[config.mk]
export PLATFORM = sky130hd
export DESIGN_NAME = wdt_optcfg
export DESIGN_NICKNAME = d
export VERILOG_FILES = /design/src/rtl/wdt_optcfg_pkg.sv /design/src/rtl/wdt_boot_fsm.sv /design/src/rtl/wdt_ctl_reg.sv /design/src/rtl/wdt_prescaler.sv /design/src/rtl/wdt_counter.sv /design/src/rtl/wdt_optcfg.sv
export SDC_FILE = /design/constraint.sdc
export NUM_CORES = 1
export LEC_CHECK = 0
export BUFFER_PORTS_ARGS = -buffer_cell sky130_fd_sc_hd__buf_2
export CAP_MARGIN = 15
export CORE_MARGIN = 2
export CORE_UTILIZATION = 52
export DETAILED_ROUTE_END_ITERATION = 6
export GPL_TIMING_DRIVEN = 0
export HOLD_SLACK_MARGIN = 0.1
export PLACE_DENSITY = 0.85
export SLEW_MARGIN = 20
export SYNTH_ARGS = -nofsm -noshare
export SYNTH_HDL_FRONTEND = slang
export SYNTH_SLANG_ARGS = --single-unit
[constraint.sdc]
create_clock -name clk -period 3.25 [get_ports clk]
set_clock_uncertainty 0.15 [all_clocks]
set_input_delay 0.325 -clock clk [delete_from_list [all_inputs] [get_ports clk]]
set_output_delay 0.325 -clock clk [all_outputs]
set_load 0.03 [all_outputs]
[src/rtl/wdt_optcfg_pkg.sv]
package wdt_optcfg_pkg;

    // prescaler select width; divide ratio reaches 2 << (2**PS_W - 1)
    localparam int PS_W      = 3;
    localparam int OPT_W     = PS_W + 2;
    localparam int CTL_W     = PS_W + 4;

    // option field positions
    localparam int OPT_PS_LO   = 0;
    localparam int OPT_IDLE    = PS_W;
    localparam int OPT_HWEN_N  = PS_W + 1;

    // control register positions
    localparam int CTL_EN      = 0;
    localparam int CTL_CLR     = 1;
    localparam int CTL_PS_LO   = 2;
    localparam int CTL_IDLE    = CTL_PS_LO + PS_W;
    localparam int CTL_FLAG    = CTL_IDLE + 1;

    typedef enum logic [1:0] {
        ST_CAPTURE = 2'd0,
        ST_APPLY   = 2'd1,
        ST_ACTIVE  = 2'd2,
        ST_HELD    = 2'd3
    } boot_state_e;

    typedef struct packed {
        logic            idle_run;
        logic [PS_W-1:0] ps;
    } wdt_cfg_t;

    localparam wdt_cfg_t CFG_SW_DEFAULT = '{idle_run: 1'b0, ps: '0};

endpackage

[src/rtl/wdt_boot_fsm.sv]
module wdt_boot_fsm
    import wdt_optcfg_pkg::*;
(
    input  logic             clk,
    input  logic             por_n,
    input  logic             sys_rst_n,
    input  logic [OPT_W-1:0] opt_fields,
    output wdt_cfg_t         boot_cfg,
    output logic             hw_lock,
    output logic             apply_en,
    output logic             run_ok
);

    boot_state_e state_q;
    boot_state_e state_d;
    logic        capture_en;

    // state register
    always_ff @(posedge clk or negedge por_n) begin
        if (!por_n) begin
            state_q <= ST_CAPTURE;
        end else begin
            state_q <= state_d;
        end
    end

    // transitions
    always_comb begin
        state_d = state_q;
        unique case (state_q)
            ST_CAPTURE: state_d = sys_rst_n ? ST_APPLY : ST_HELD;
            ST_APPLY:   state_d = sys_rst_n ? ST_ACTIVE : ST_HELD;
            ST_ACTIVE:  state_d = sys_rst_n ? ST_ACTIVE : ST_HELD;
            ST_HELD:    state_d = sys_rst_n ? ST_APPLY : ST_HELD;
            default:    state_d = ST_CAPTURE;
        endcase
    end

    // outputs decoded from the current state
    always_comb begin
        capture_en = 1'b0;
        apply_en   = 1'b0;
        run_ok     = 1'b0;
        unique case (state_q)
            ST_CAPTURE: capture_en = 1'b1;
            ST_APPLY:   apply_en   = 1'b1;
            ST_ACTIVE:  run_ok     = 1'b1;
            ST_HELD:    run_ok     = 1'b0;
            default:    run_ok     = 1'b0;
        endcase
    end

    // option fields latched once per power-up
    always_ff @(posedge clk or negedge por_n) begin
        if (!por_n) begin
            hw_lock  <= 1'b0;
            boot_cfg <= CFG_SW_DEFAULT;
        end else if (capture_en) begin
            hw_lock           <= ~opt_fields[OPT_HWEN_N];
            boot_cfg.idle_run <= opt_fields[OPT_IDLE];
            boot_cfg.ps       <= opt_fields[OPT_PS_LO +: PS_W];
        end
    end

endmodule

[src/rtl/wdt_ctl_reg.sv]
module wdt_ctl_reg
    import wdt_optcfg_pkg::*;
(
    input  logic             clk,
    input  logic             por_n,
    input  logic             sys_rst_n,
    input  logic             apply_en,
    input  logic             hw_lock,
    input  wdt_cfg_t         boot_cfg,
    input  logic             wr_en,
    input  logic [CTL_W-1:0] wdata,
    input  logic             wrap_evt,
    output logic             wdt_en,
    output wdt_cfg_t         live_cfg,
    output logic             clr_wr,
    output logic [CTL_W-1:0] rdata
);

    logic flag_q;

    // enable and configuration fields
    always_ff @(posedge clk or negedge por_n) begin
        if (!por_n) begin
            wdt_en   <= 1'b0;
            live_cfg <= CFG_SW_DEFAULT;
        end else if (!sys_rst_n) begin
            wdt_en   <= 1'b0;
            live_cfg <= CFG_SW_DEFAULT;
        end else if (apply_en) begin
            if (hw_lock) begin
                wdt_en   <= 1'b1;
                live_cfg <= boot_cfg;
            end
        end else if (wr_en) begin
            wdt_en            <= wdata[CTL_EN] | hw_lock;
            live_cfg.idle_run <= wdata[CTL_IDLE];
            live_cfg.ps       <= wdata[CTL_PS_LO +: PS_W];
        end
    end

    // sticky flag: set wins over write-one-to-clear, untouched by system reset
    always_ff @(posedge clk or negedge por_n) begin
        if (!por_n) begin
            flag_q <= 1'b0;
        end else if (wrap_evt) begin
            flag_q <= 1'b1;
        end else if (wr_en && wdata[CTL_FLAG]) begin
            flag_q <= 1'b0;
        end
    end

    assign clr_wr = wr_en & wdata[CTL_CLR] & sys_rst_n;

    always_comb begin
        rdata                     = '0;
        rdata[CTL_EN]             = wdt_en;
        rdata[CTL_PS_LO +: PS_W]  = live_cfg.ps;
        rdata[CTL_IDLE]           = live_cfg.idle_run;
        rdata[CTL_FLAG]           = flag_q;
    end

endmodule

[src/rtl/wdt_prescaler.sv]
module wdt_prescaler #(
    parameter int PS_W = 3
) (
    input  logic            clk,
    input  logic            por_n,
    input  logic            sync_clr,
    input  logic            step,
    input  logic [PS_W-1:0] ps,
    output logic            tick
);

    localparam int DIV_W = 1 << PS_W;

    logic [DIV_W-1:0] pre_q;
    logic [DIV_W-1:0] mask;

    // divide ratio is 2 << ps; the top code wraps to an all-ones mask
    assign mask = (DIV_W'(2) << ps) - DIV_W'(1);
    assign tick = step && !sync_clr && ((pre_q & mask) == mask);

    always_ff @(posedge clk or negedge por_n) begin
        if (!por_n) begin
            pre_q <= '0;
        end else if (sync_clr) begin
            pre_q <= '0;
        end else if (step) begin
            pre_q <= pre_q + DIV_W'(1);
        end
    end

endmodule

[src/rtl/wdt_counter.sv]
module wdt_counter #(
    parameter int CNT_W = 15
) (
    input  logic clk,
    input  logic por_n,
    input  logic sync_clr,
    input  logic tick,
    output logic wrap_evt,
    output logic rst_req
);

    logic [CNT_W-1:0] cnt_q;

    assign wrap_evt = tick && !sync_clr && (&cnt_q);

    always_ff @(posedge clk or negedge por_n) begin
        if (!por_n) begin
            cnt_q   <= '0;
            rst_req <= 1'b0;
        end else begin
            rst_req <= wrap_evt;
            if (sync_clr) begin
                cnt_q <= '0;
            end else if (tick) begin
                cnt_q <= cnt_q + CNT_W'(1);
            end
        end
    end

endmodule

[src/rtl/wdt_optcfg.sv]
module wdt_optcfg
    import wdt_optcfg_pkg::*;
#(
    parameter int CNT_W = 15
) (
    input  logic             clk,
    input  logic             por_n,
    input  logic             sys_rst_n,
    input  logic [OPT_W-1:0] opt_fields,
    input  logic             cpu_idle,
    input  logic             ctl_wr_en,
    input  logic [CTL_W-1:0] ctl_wdata,
    output logic [CTL_W-1:0] ctl_rdata,
    input  logic             kick,
    output logic             rst_req
);

    wdt_cfg_t boot_cfg;
    wdt_cfg_t live_cfg;
    logic     hw_lock;
    logic     apply_en;
    logic     run_ok;
    logic     wdt_en;
    logic     clr_wr;
    logic     wrap_evt;
    logic     sync_clr;
    logic     step;
    logic     tick;

    wdt_boot_fsm u_fsm (
        .clk        (clk),
        .por_n      (por_n),
        .sys_rst_n  (sys_rst_n),
        .opt_fields (opt_fields),
        .boot_cfg   (boot_cfg),
        .hw_lock    (hw_lock),
        .apply_en   (apply_en),
        .run_ok     (run_ok)
    );

    wdt_ctl_reg u_ctl (
        .clk       (clk),
        .por_n     (por_n),
        .sys_rst_n (sys_rst_n),
        .apply_en  (apply_en),
        .hw_lock   (hw_lock),
        .boot_cfg  (boot_cfg),
        .wr_en     (ctl_wr_en),
        .wdata     (ctl_wdata),
        .wrap_evt  (wrap_evt),
        .wdt_en    (wdt_en),
        .live_cfg  (live_cfg),
        .clr_wr    (clr_wr),
        .rdata     (ctl_rdata)
    );

    assign sync_clr = ~sys_rst_n | kick | clr_wr;
    assign step     = run_ok & wdt_en & sys_rst_n & (~cpu_idle | live_cfg.idle_run);

    wdt_prescaler #(.PS_W(PS_W)) u_pre (
        .clk      (clk),
        .por_n    (por_n),
        .sync_clr (sync_clr),
        .step     (step),
        .ps       (live_cfg.ps),
        .tick     (tick)
    );

    wdt_counter #(.CNT_W(CNT_W)) u_cnt (
        .clk      (clk),
        .por_n    (por_n),
        .sync_clr (sync_clr),
        .tick     (tick),
        .wrap_evt (wrap_evt),
        .rst_req  (rst_req)
    );

endmodule

==> flow_summary.yaml, run 1 <==
power_and_ir_drop:
  seq_power_share_pct: 40.9
  switching_share_pct: 37.9
  pwr-share-clk_pct: 22.1
  p_leak_nw: 1.03
  p_int_mw: 0.870
  power_mw: 1.40
  peakVddDrop_mv: 0.467
  power.switching_mw: 0.531
  p_comb_share_pct: 37.0
  powerDensity_nw_per_um2: 587
place:
  place_hpwl_um: 3100
  io_buffers: 24
  place_ws_ns: 0.0816
  place_area_sq_um: 2280
  dp.cells: 293
  place_congestion: 0.838
worst_setup_path:
  cp_slowest_cell: "or4_1"
  ff2ff_path_depth: 10
  reg2reg_from: "u_ctl.live_cfg[2]$_DFFE_PN0P_"
  timing.rr.end: "u_cnt.cnt_q[13]$_DFFE_PN0P_"
  critical_path_class: "reg -> reg"
  crit_fanout: 10
  crit_path_max_incr_delay_ns: 0.52
  worstSetupEndpointType: "flop"
  worstPathRequired_ns: 3.31
  crit_family: "simple AND/OR/NAND/NOR gates"
  cp-start-kind: "flop"
  worstPathArrival_ns: 3.08
  r2r_slack_ns: 0.23
  cp_cell_sequence: "buf_2 -> nor3_2 -> inv_1 -> ha_1 -> or3b_1 -> a31oi_1 -> or4_1 -> buf_2 -> or4_1 -> a21oi_1"
  cp.buffers_inverters: 3
floorplanning:
  dieWidth_um: 67.5
  rows: 23
  dieArea_sq_um: 4550
  fp.coreArea_sq_um: 3940
  boundaryPins: 26
  initial_core_util_pct: 53.2
  die_h_um: 67.5
cts:
  cts_max_level: 2
  cts_tree: "built"
  cts-buffers-inserted: 5
  root_buffer: "clkbuf_8"
  cts.sinks: 37
  worst_skew_pair.late_latency_ns: 0.29
  clk_pin_slew_ns: 0.07
  ctsLongestPathBuffers: 2
sta:
  rsz0062_at_grt: "no"
  holdWs_ns: 0.113
  finalSetupTns_ns: 0
  hold_viol: 0
  max_freq_mhz: 332
  tightest_slew_ns: 0.816
  final.period_utilization_pct: 92.8
  post-route-min-period_ns: 3.02
  maxSlewHeadroom_pct: 45.6
  timing.final.ws_setup_ns: 0.234
  drv_slew: 0
  final-setup-viol-count: 0
routing:
  dr.first_iter.drc_count: 81
  dr.pass1.iters: 4
  detail-route-antenna-nets: 0
  wl_per_cell_um: 14.5
  vias_per_cell: 5.93
  num_vias: 1798
  drt_wl_total_um: 4380
  drc: 0
layout:
  layout.nets: 276
  areaGrowthSynthToFinish_pct: 13.9
  final_common_cell: "dfrtp_1"
  final_cells: 303
  finish.utilization_pct: 60.6
  drive_gt1_share_pct: 19.0
  fin_area_sq_um: 2390
  final_cell_mix: "dfrtp_1, buf_2, nand2_1, nor2_1, nand3_1"
  n_antenna_cell: 0
yosys:
  yosysSeqAreaShare_pct: 44.2
  ys_warn_count: 0
  netlist_area_sq_um: 2100
  syn_inst: 219
  ys_ff_latch: 37
  ys.flop_type: "dfrtp_1"
  synth_cell_type_count: 42
  synth_edf_count: 0
  synth_nets: 243
  synth.avg_cell_area_sq_um: 9.57
  synthArstFlopShare_pct: 100
global_route:
  grt_overflow_total: 0
  grt_pass1_wl_um: 7570
  grt_pass1_vias: 1735
  grt_usage_pct: 22.3
  antenna_found_initial: 0
  grt_start_max_net_pins: 38
worst_hold_path:
  hp-class: "in -> reg"
  min_to: "u_fsm.boot_cfg[2]$_DFFE_PN0N_"
  worstHoldStart: "opt_fields[2]"
  holdPathStages: 2
status:
  status: "complete, no violations"
run:
  maxCapViolCount: 0
==> worst reg2reg max path, stage by stage (launching register included) <==
cell and delay (ns):
dfrtp_1 0.40, buf_2 0.19, nor3_2 0.21, inv_1 0.06, ha_1 0.29, or3b_1 0.19
a31oi_1 0.11, or4_1 0.52, buf_2 0.18, or4_1 0.48, a21oi_1 0.16
==> final cells by class <==
class,count,area (sq um)
tap,50,62.6
sequential,37,926
timing repair buffer,26,140
multi-input combinational,161,1080
fill,309,1560
clock inverter,2,10.0
clock buffer,6,72.6
buffer,12,62.6
inverter,9,33.8
==> synth_stat cells, types with 2 or more instances <==
cell type | count | area share (%)
mux2i_1 | 8 | 3.8
and2_1 | 2 | 0.60
nand2b_1 | 4 | 1.2
and4_1 | 5 | 2.1
inv_1 | 9 | 1.6
o31ai_1 | 11 | 3.9
ha_1 | 6 | 3.6
a31oi_1 | 2 | 0.60
nand3_1 | 12 | 2.9
o21ai_0 | 8 | 1.9
o211ai_1 | 4 | 1.4
buf_2 | 5 | 1.2
or4_1 | 8 | 2.9
dfrtp_1 | 37 | 44
o221ai_1 | 2 | 0.84
o2111ai_1 | 2 | 0.84
nor2b_1 | 3 | 0.90
xor2_1 | 6 | 2.5
nor3_1 | 3 | 0.72
mux2_2 | 4 | 2.1
clkbuf_1 | 4 | 0.72
xnor2_1 | 2 | 0.84
nand4_1 | 8 | 2.4
and3_1 | 4 | 1.2
nand2_1 | 17 | 3.0
nor2_1 | 16 | 2.9
a21oi_1 | 10 | 2.4
buf_4 | 3 | 1.1
==> per-layer routing <==
| metal | up-vias | global-route usage [%] | wire length (um) |
|---|---|---|---|
| met4 | 0 | 11.0 | 97 |
| met1 | 847 | 28.2 | 1920 |
| met5 | - | 0 | 0 |
| met2 | 67 | 35.8 | 2100 |
| li1 | 873 | - | - |
| met3 | 11 | 5.17 | 268 |
==> cell families after synthesis <==
| logic type | count (synthesis) | synth area share (%) |
|---|---|---|
| simple gates | 89 | 23.8 |
| xor+xnor | 8 | 3.34 |
| compound gates | 45 | 14.4 |
| other cells | 1 | 0.179 |
| buf+inv | 21 | 4.60 |
| mux | 12 | 5.97 |
| flops | 37 | 44.2 |
| fa+ha+maj | 6 | 3.58 |
==> flip-flops by register name (all words and copies together) (netlist names) <==
signal / flops
u_cnt.cnt_q: 15
u_cnt.rst_req: 1
u_ctl.flag_q: 1
u_ctl.live_cfg: 4
u_ctl.wdt_en: 1
u_fsm.boot_cfg: 4
u_fsm.hw_lock: 1
u_fsm.state_q: 2
u_pre.pre_q: 8
==> power by group through the flow <==
| stage | Sequential, mW | Clock [mW] | Combinational (mW) |
|---|---|---|---|
| 2_1_floorplan | 0.599 | 0 | 0.356 |
| 3_3_place_gp | 0.578 | 0 | 0.494 |
| 3_5_place_dp | 0.581 | 0 | 0.505 |
| 4_1_cts | 0.574 | 0.314 | 0.510 |
| 5_1_grt | 0.584 | 0.328 | 0.577 |
| 6_report | 0.573 | 0.309 | 0.519 |
==> worst max path at each step <==
stage                             startpoint                           to  depth (start not counted)
6_report       u_ctl.live_cfg[2]$_DFFE_PN0P_  u_cnt.cnt_q[13]$_DFFE_PN0P_                         10
5_1_grt        u_ctl.live_cfg[2]$_DFFE_PN0P_  u_cnt.cnt_q[10]$_DFFE_PN0P_                         11
4_1_cts        u_ctl.live_cfg[2]$_DFFE_PN0P_  u_cnt.cnt_q[12]$_DFFE_PN0P_                          9
3_5_place_dp   u_ctl.live_cfg[2]$_DFFE_PN0P_  u_cnt.cnt_q[12]$_DFFE_PN0P_                          9
3_3_place_gp   u_ctl.live_cfg[2]$_DFFE_PN0P_  u_cnt.cnt_q[12]$_DFFE_PN0P_                          9
2_1_floorplan  u_ctl.live_cfg[2]$_DFFE_PN0P_   u_cnt.cnt_q[7]$_DFFE_PN0P_                         10
==> what timing repair did <==
item / 4_1_cts / 5_1_grt
hold endpoints to repair: 38 / 0
endpoints found under the setup margin: 0 / 8
buffers inserted: 0 / 0
gates resized for setup: 0 / 2
hold buffers: 2 / 0
Note: power is estimated with default switching activity, not from simulation.
==> inputs of run 2 (changes only) <==
--- a/config.mk
+++ b/config.mk
@@ -16,4 +16,5 @@
 export SLEW_MARGIN = 20
 export SYNTH_ARGS = -nofsm -noshare
 export SYNTH_HDL_FRONTEND = slang
+export SYNTH_HIERARCHICAL = 1
 export SYNTH_SLANG_ARGS = --single-unit
==> flow_summary.yaml, run 2 <==
global_route:
  grt_start_max_net_pins: 38
  grt_usage_pct: 19.6
  antenna_found_initial: 0
  grt_overflow_total: 0
  grt_pass1_wl_um: 6310
  grt_pass1_vias: 1409
layout:
  areaGrowthSynthToFinish_pct: 18.1
  final_cells: 284
  n_antenna_cell: 0
  largest_reg_flops: 15
  layout.nets: 260
  final_common_cell: "dfrtp_1"
  top_register: "u_cnt/cnt_q"
  drive_gt1_share_pct: 28.4
  nFillCells: 268
  reg_top3: "u_cnt/cnt_q: 15 flops, u_pre/pre_q: 8 flops"
  final_cell_mix: "dfrtp_1, buf_2, nor2_1, buf_4, nand2_1"
cts:
  cts_tree: "built"
  cts-buffers-inserted: 5
  worst_skew_pair.late_latency_ns: 0.28
  root_buffer: "clkbuf_8"
  cts.sinks: 37
  ctsLongestPathBuffers: 2
  cts_max_level: 2
  clk_pin_slew_ns: 0.07
yosys:
  synth_top_family_by_area: "simple AND/OR/NAND/NOR gates"
  synth_commonest_cells: "dfrtp_1, nor2_1, nand2_1, a21oi_1"
  yosys.area_share.simple_pct: 21.3
  yosys.area.top_type: "dfrtp_1"
  synth_top_area_share_pct: 46.6
  syn_inst: 196
  synthMuxAreaShare_pct: 6.48
  ys.flop_type: "dfrtp_1"
  netlist_area_sq_um: 1990
  synth_nets: 220
  yosysSeqAreaShare_pct: 46.6
  synth_xor_area_share_pct: 4.41
  synth.avg_cell_area_sq_um: 10.1
  ys_warn_count: 6
  ys_ff_latch: 37
  synthAdderAreaFrac_pct: 3.78
  synth_most_common_cell: "dfrtp_1"
  synthArstFlopShare_pct: 100
  synth.area.top_cells: "dfrtp_1, mux2_2, ha_1, nor2_1, xnor2_1"
  synth_compound_area_share_pct: 11.6
  synth_edf_count: 0
  synth_cell_type_count: 42
floorplanning:
  rows: 22
  dieArea_sq_um: 4330
  fp.coreArea_sq_um: 3660
  die_h_um: 65.8
  initial_core_util_pct: 54.3
  boundaryPins: 26
  dieWidth_um: 65.8
routing:
  dr.first_iter.drc_count: 70
  dr.pass1.iters: 4
  num_vias: 1566
  drc: 0
  detail-route-antenna-nets: 0
  drt_wl_total_um: 3950
  vias_per_cell: 5.51
  wl_per_cell_um: 13.9
worst_setup_path:
  critical_path_class: "reg -> reg"
  crit_fanout: 7
  crit_path_max_incr_delay_ns: 0.51
  cp_common_cell: "buf_4"
  worstSetupEndpointType: "flop"
  worstPathRequired_ns: 3.31
  cp-start-kind: "flop"
  cp_cell_sequence: "or3_1 -> ha_1 -> o211ai_1 -> a311oi_1 -> o21ai_1 -> a211oi_2 -> buf_4 -> nand4_4 -> buf_4 -> or4_1 -> a21oi_1"
  worstPathArrival_ns: 3.23
  cp_slowest_cell: "or4_1"
  ff2ff_path_depth: 11
sta:
  drv_slew: 0
  tightest_slew_ns: 0.799
  timing.final.ws_setup_ns: 0.0788
  max_freq_mhz: 315
  final-setup-viol-count: 0
  final.period_utilization_pct: 97.6
  maxSlewHeadroom_pct: 46.7
  post-route-min-period_ns: 3.17
  hold_viol: 0
place:
  place_hpwl_um: 2570
  io_buffers: 24
  place_ws_ns: -0.0505
  dp.cells: 268
  place_congestion: 0.783
worst_hold_path:
  holdPathStages: 2
  hp-class: "in -> reg"
power_and_ir_drop:
  powerDensity_nw_per_um2: 540
  peakVddDrop_mv: 0.429
  power_mw: 1.27
  p_leak_nw: 1.06
run:
  maxCapViolCount: 0
status:
  status: "complete, no violations"
run 2: logic make-up after synthesis:
group | Yosys count
compound gates | 35
xor+xnor | 10
fa+ha+maj | 6
buf+inv | 20
flops | 37
mux | 12
other cells | 1
simple gates | 75
run 2: path summary, 6_finish.rpt:
| kind | start | to | slack [ns] |
|---|---|---|---|
| setup / recovery | u_ctl/live_cfg[2]$_DFFE_PN0P_ | u_cnt/cnt_q[12]$_DFFE_PN0P_ | 0.08 |
| hold / removal | opt_fields[1] | u_fsm/boot_cfg[1]$_DFFE_PN0N_ | 0.12 |
| setup reg to reg | u_ctl/live_cfg[2]$_DFFE_PN0P_ | u_cnt/cnt_q[12]$_DFFE_PN0P_ | 0.08 |
| hold reg to reg | u_ctl/flag_q$_DFFE_PN0P_ | u_ctl/flag_q$_DFFE_PN0P_ | 0.34 |
| max in group asynchronous | por_n | u_ctl/live_cfg[2]$_DFFE_PN0P_ | 1.87 |
| min in group asynchronous | por_n | u_fsm/boot_cfg[1]$_DFFE_PN0N_ | 0.53 |
run 2: critical path: cells and delay by family, from the launching register on:
family                     cells  cell delay [ns]
and+or+nand+nor                3             1.05
AOI/OAI and AO/OA              5             0.80
DFF                            1             0.45
buffers and inverters          2             0.35
adders and majority gates      1             0.30
run 2: layer usage:
layer	up-vias	GRT usage (%)	wire, um
li1	762	-	-
met1	766	26.1	1800
met2	36	30.1	1950
met3	2	5.11	167
met4	0	9.11	25
met5	-	0	0
run 2: power breakdown:
group,internal [mW],leakage (nW),switching (mW)
clock,0.168,0.0443,0.151
sequential,0.523,0.492,0.0501
combinational,0.180,0.528,0.195
run 2: final cells by class:
| class | instances | area, sq um | area share [%] |
|---|---|---|---|
| tap | 48 | 60.1 | 2.56 |
| buffer | 12 | 82.6 | 3.52 |
| multi-input combinational | 139 | 968 | 41.2 |
| inverter | 8 | 30.0 | 1.28 |
| sequential | 37 | 928 | 39.5 |
| clock buffer | 7 | 86.3 | 3.68 |
| timing repair buffer | 33 | 193 | 8.20 |
run 2: what timing repair did:
action / 4_1_cts / 5_1_grt
hold buffers: 2 / 0
gates resized for setup: 3 / 3
pin swaps: 1 / 0
buffers inserted: 2 / 5
hold endpoints to repair: 38 / 0
setup endpoints to repair: 3 / 6
run 2: through the flow:
stage / hold WS, ns / TNS (ns) / area, sq um / utilization [%]
final: 0.118 / 0 / 2350 / 64.1
after CTS: 0.112 / 0 / 2300 / 62.7
after global placement: 0.308 / -0.0257 / 2170 / 59.2
after floorplan: -0.121 / 0 / 1990 / -
after detailed placement: 0.304 / -0.106 / 2170 / 59.2
after global routing: 0.103 / -0.0735 / 2350 / 64.1
==> inputs of run 3 (changes only) <==
--- a/config.mk
+++ b/config.mk
@@ -13,8 +13,8 @@
 export GPL_TIMING_DRIVEN = 0
 export HOLD_SLACK_MARGIN = 0.1
 export PLACE_DENSITY = 0.85
+export SETUP_SLACK_MARGIN = 0.05
 export SLEW_MARGIN = 20
 export SYNTH_ARGS = -nofsm -noshare
 export SYNTH_HDL_FRONTEND = slang
-export SYNTH_HIERARCHICAL = 1
 export SYNTH_SLANG_ARGS = --single-unit
==> flow_summary.yaml, run 3 (same netlist as run 1, synthesis figures left out) <==
layout:
  reg_top3: "u_cnt.cnt_q: 15 flops, u_pre.pre_q: 8 flops"
  final_common_cell: "dfrtp_1"
  top_register: "u_cnt.cnt_q"
  largest_reg_flops: 15
  n_antenna_cell: 0
  drive_gt1_share_pct: 19.8
  layout.nets: 276
  final_cell_mix: "dfrtp_1, buf_2, nand2_1, nor2_1, nand3_1"
  nFillCells: 307
  areaGrowthSynthToFinish_pct: 14.3
sta:
  max_freq_mhz: 335
  final-setup-viol-count: 0
  final.period_utilization_pct: 91.9
  hold_viol: 0
  tightest_slew_ns: 0.819
  maxSlewHeadroom_pct: 45.4
  post-route-min-period_ns: 2.99
  finalSetupTns_ns: 0
  rsz0062_at_grt: "no"
  drv_slew: 0
cts:
  ctsLongestPathBuffers: 2
  cts_tree: "built"
  cts_max_level: 2
  worst_skew_pair.late_latency_ns: 0.29
  postCtsSetupBuffers: 0
  cts.sinks: 37
  root_buffer: "clkbuf_8"
  cts-buffers-inserted: 5
  clk_pin_slew_ns: 0.07
worst_hold_path:
  holdPathStages: 2
  min_to: "u_fsm.boot_cfg[2]$_DFFE_PN0N_"
  hp-class: "in -> reg"
  worstHoldStart: "opt_fields[2]"
worst_setup_path:
  crit_family: "simple AND/OR/NAND/NOR gates"
  crit_fanout: 10
  ff2ff_path_depth: 11
  cp.buffers_inverters: 4
  critical_path_class: "reg -> reg"
  cp_common_cell: "buf_2"
  cp_cell_sequence: "buf_2 -> nor3_2 -> inv_1 -> ha_2 -> or4bb_1 -> a31oi_1 -> or4_1 -> buf_2 -> buf_2 -> a211oi_1 -> a31o_2"
  worstPathArrival_ns: 3.02
  worstSetupEndpointType: "flop"
  cp_slowest_cell: "or4bb_1"
  worstPathRequired_ns: 3.28
  cp-start-kind: "flop"
  r2r_slack_ns: 0.26
  crit_path_max_incr_delay_ns: 0.50
  timing.rr.end: "u_cnt.cnt_q[12]$_DFFE_PN0P_"
  reg2reg_from: "u_ctl.live_cfg[2]$_DFFE_PN0P_"
routing:
  drc: 0
  dr.first_iter.drc_count: 109
  detail-route-antenna-nets: 0
  wl_per_cell_um: 14.5
  dr.pass1.iters: 4
  num_vias: 1805
  drt_wl_total_um: 4410
  vias_per_cell: 5.96
power_and_ir_drop:
  power_mw: 1.40
  p_int_mw: 0.872
  pwr-share-clk_pct: 21.8
  p_leak_nw: 1.03
  peakVddDrop_mv: 0.467
  switching_share_pct: 37.8
  powerDensity_nw_per_um2: 586
  power.switching_mw: 0.530
  seq_power_share_pct: 41.0
  p_comb_share_pct: 37.2
floorplanning:
  dieArea_sq_um: 4550
  die_h_um: 67.5
  initial_core_util_pct: 53.2
  fp.coreArea_sq_um: 3940
  boundaryPins: 26
  rows: 23
  dieWidth_um: 67.5
global_route:
  grt_usage_pct: 22.3
  antenna_found_initial: 0
  grt_pass1_wl_um: 7570
  grt_overflow_total: 0
  grt_pass1_vias: 1735
  grt_start_max_net_pins: 38
place:
  place_hpwl_um: 3100
  place_congestion: 0.838
  io_buffers: 24
run:
  maxCapViolCount: 0
status:
  status: "complete, no violations"
[run 3: power groups by stage]
| stage | Clock [mW] | Sequential (mW) | Combinational, mW |
|---|---|---|---|
| 2_1_floorplan | 0 | 0.599 | 0.356 |
| 3_3_place_gp | 0 | 0.578 | 0.494 |
| 3_5_place_dp | 0 | 0.581 | 0.505 |
| 4_1_cts | 0.314 | 0.574 | 0.510 |
| 5_1_grt | 0.328 | 0.583 | 0.582 |
| 6_report | 0.306 | 0.575 | 0.522 |
[run 3: worst register-to-register path, stage by stage (launching register included)]
cell and delay (ns):
dfrtp_1 0.41, buf_2 0.19, nor3_2 0.21, inv_1 0.06, ha_2 0.23, or4bb_1 0.50
a31oi_1 0.23, or4_1 0.16, buf_2 0.19, buf_2 0.26, a211oi_1 0.07, a31o_2 0.21
[run 3: repair_timing]
item,CTS,global route
gates resized for setup,0,4
hold buffers,2,0
endpoints found under the setup margin,0,11
endpoints found under the hold margin,38,0
[run 3: layout make-up]
class,instances,area [sq um],share of cell area (%)
multi-input combinational,161,1090,45.4
clock inverter,2,10.0,0.418
buffer,12,62.6,2.61
tap,50,62.6,2.61
clock buffer,6,72.6,3.03
inverter,9,33.8,1.41
timing repair buffer,26,140,5.85
sequential,37,926,38.7
[run 3: how the worst max path moves through the flow]
| stage | from | to | slack (ns) | cells after the start |
|---|---|---|---|---|
| final | u_ctl.live_cfg[2]$_DFFE_PN0P_ | u_cnt.cnt_q[12]$_DFFE_PN0P_ | 0.26 | 11 |
| after global routing | u_ctl.live_cfg[2]$_DFFE_PN0P_ | u_cnt.cnt_q[3]$_DFFE_PN0P_ | 0.1 | 11 |
| after CTS | u_ctl.live_cfg[2]$_DFFE_PN0P_ | u_cnt.cnt_q[12]$_DFFE_PN0P_ | 0.07 | 9 |
| after detailed placement | u_ctl.live_cfg[2]$_DFFE_PN0P_ | u_cnt.cnt_q[12]$_DFFE_PN0P_ | 0.08 | 9 |
| after global placement | u_ctl.live_cfg[2]$_DFFE_PN0P_ | u_cnt.cnt_q[12]$_DFFE_PN0P_ | 0.09 | 9 |
| after floorplan | u_ctl.live_cfg[2]$_DFFE_PN0P_ | u_cnt.cnt_q[7]$_DFFE_PN0P_ | 0.33 | 10 |
[run 3: per-stage QoR]
stage	setup slack, ns	utilization [%]	hold WS, ns	area [sq um]	instances
detailed placement	0.0816	57.8	0.314	2280	293
global route	0.0958	60.7	0.112	2390	303
CTS	0.0703	60.4	0.106	2380	303
floorplan	0.328	-	-0.121	2100	219
global placement	0.0895	57.8	0.308	2280	293
finish	0.263	60.7	0.114	2390	303
[run 3: metal layers]
metal | vias up | routed length [um] | global-route usage (%)
li1 | 876 | - | -
met5 | - | 0 | 0
met3 | 11 | 274 | 5.17
met1 | 853 | 1890 | 28.2
met4 | 0 | 103 | 11.0
met2 | 65 | 2140 | 35.8
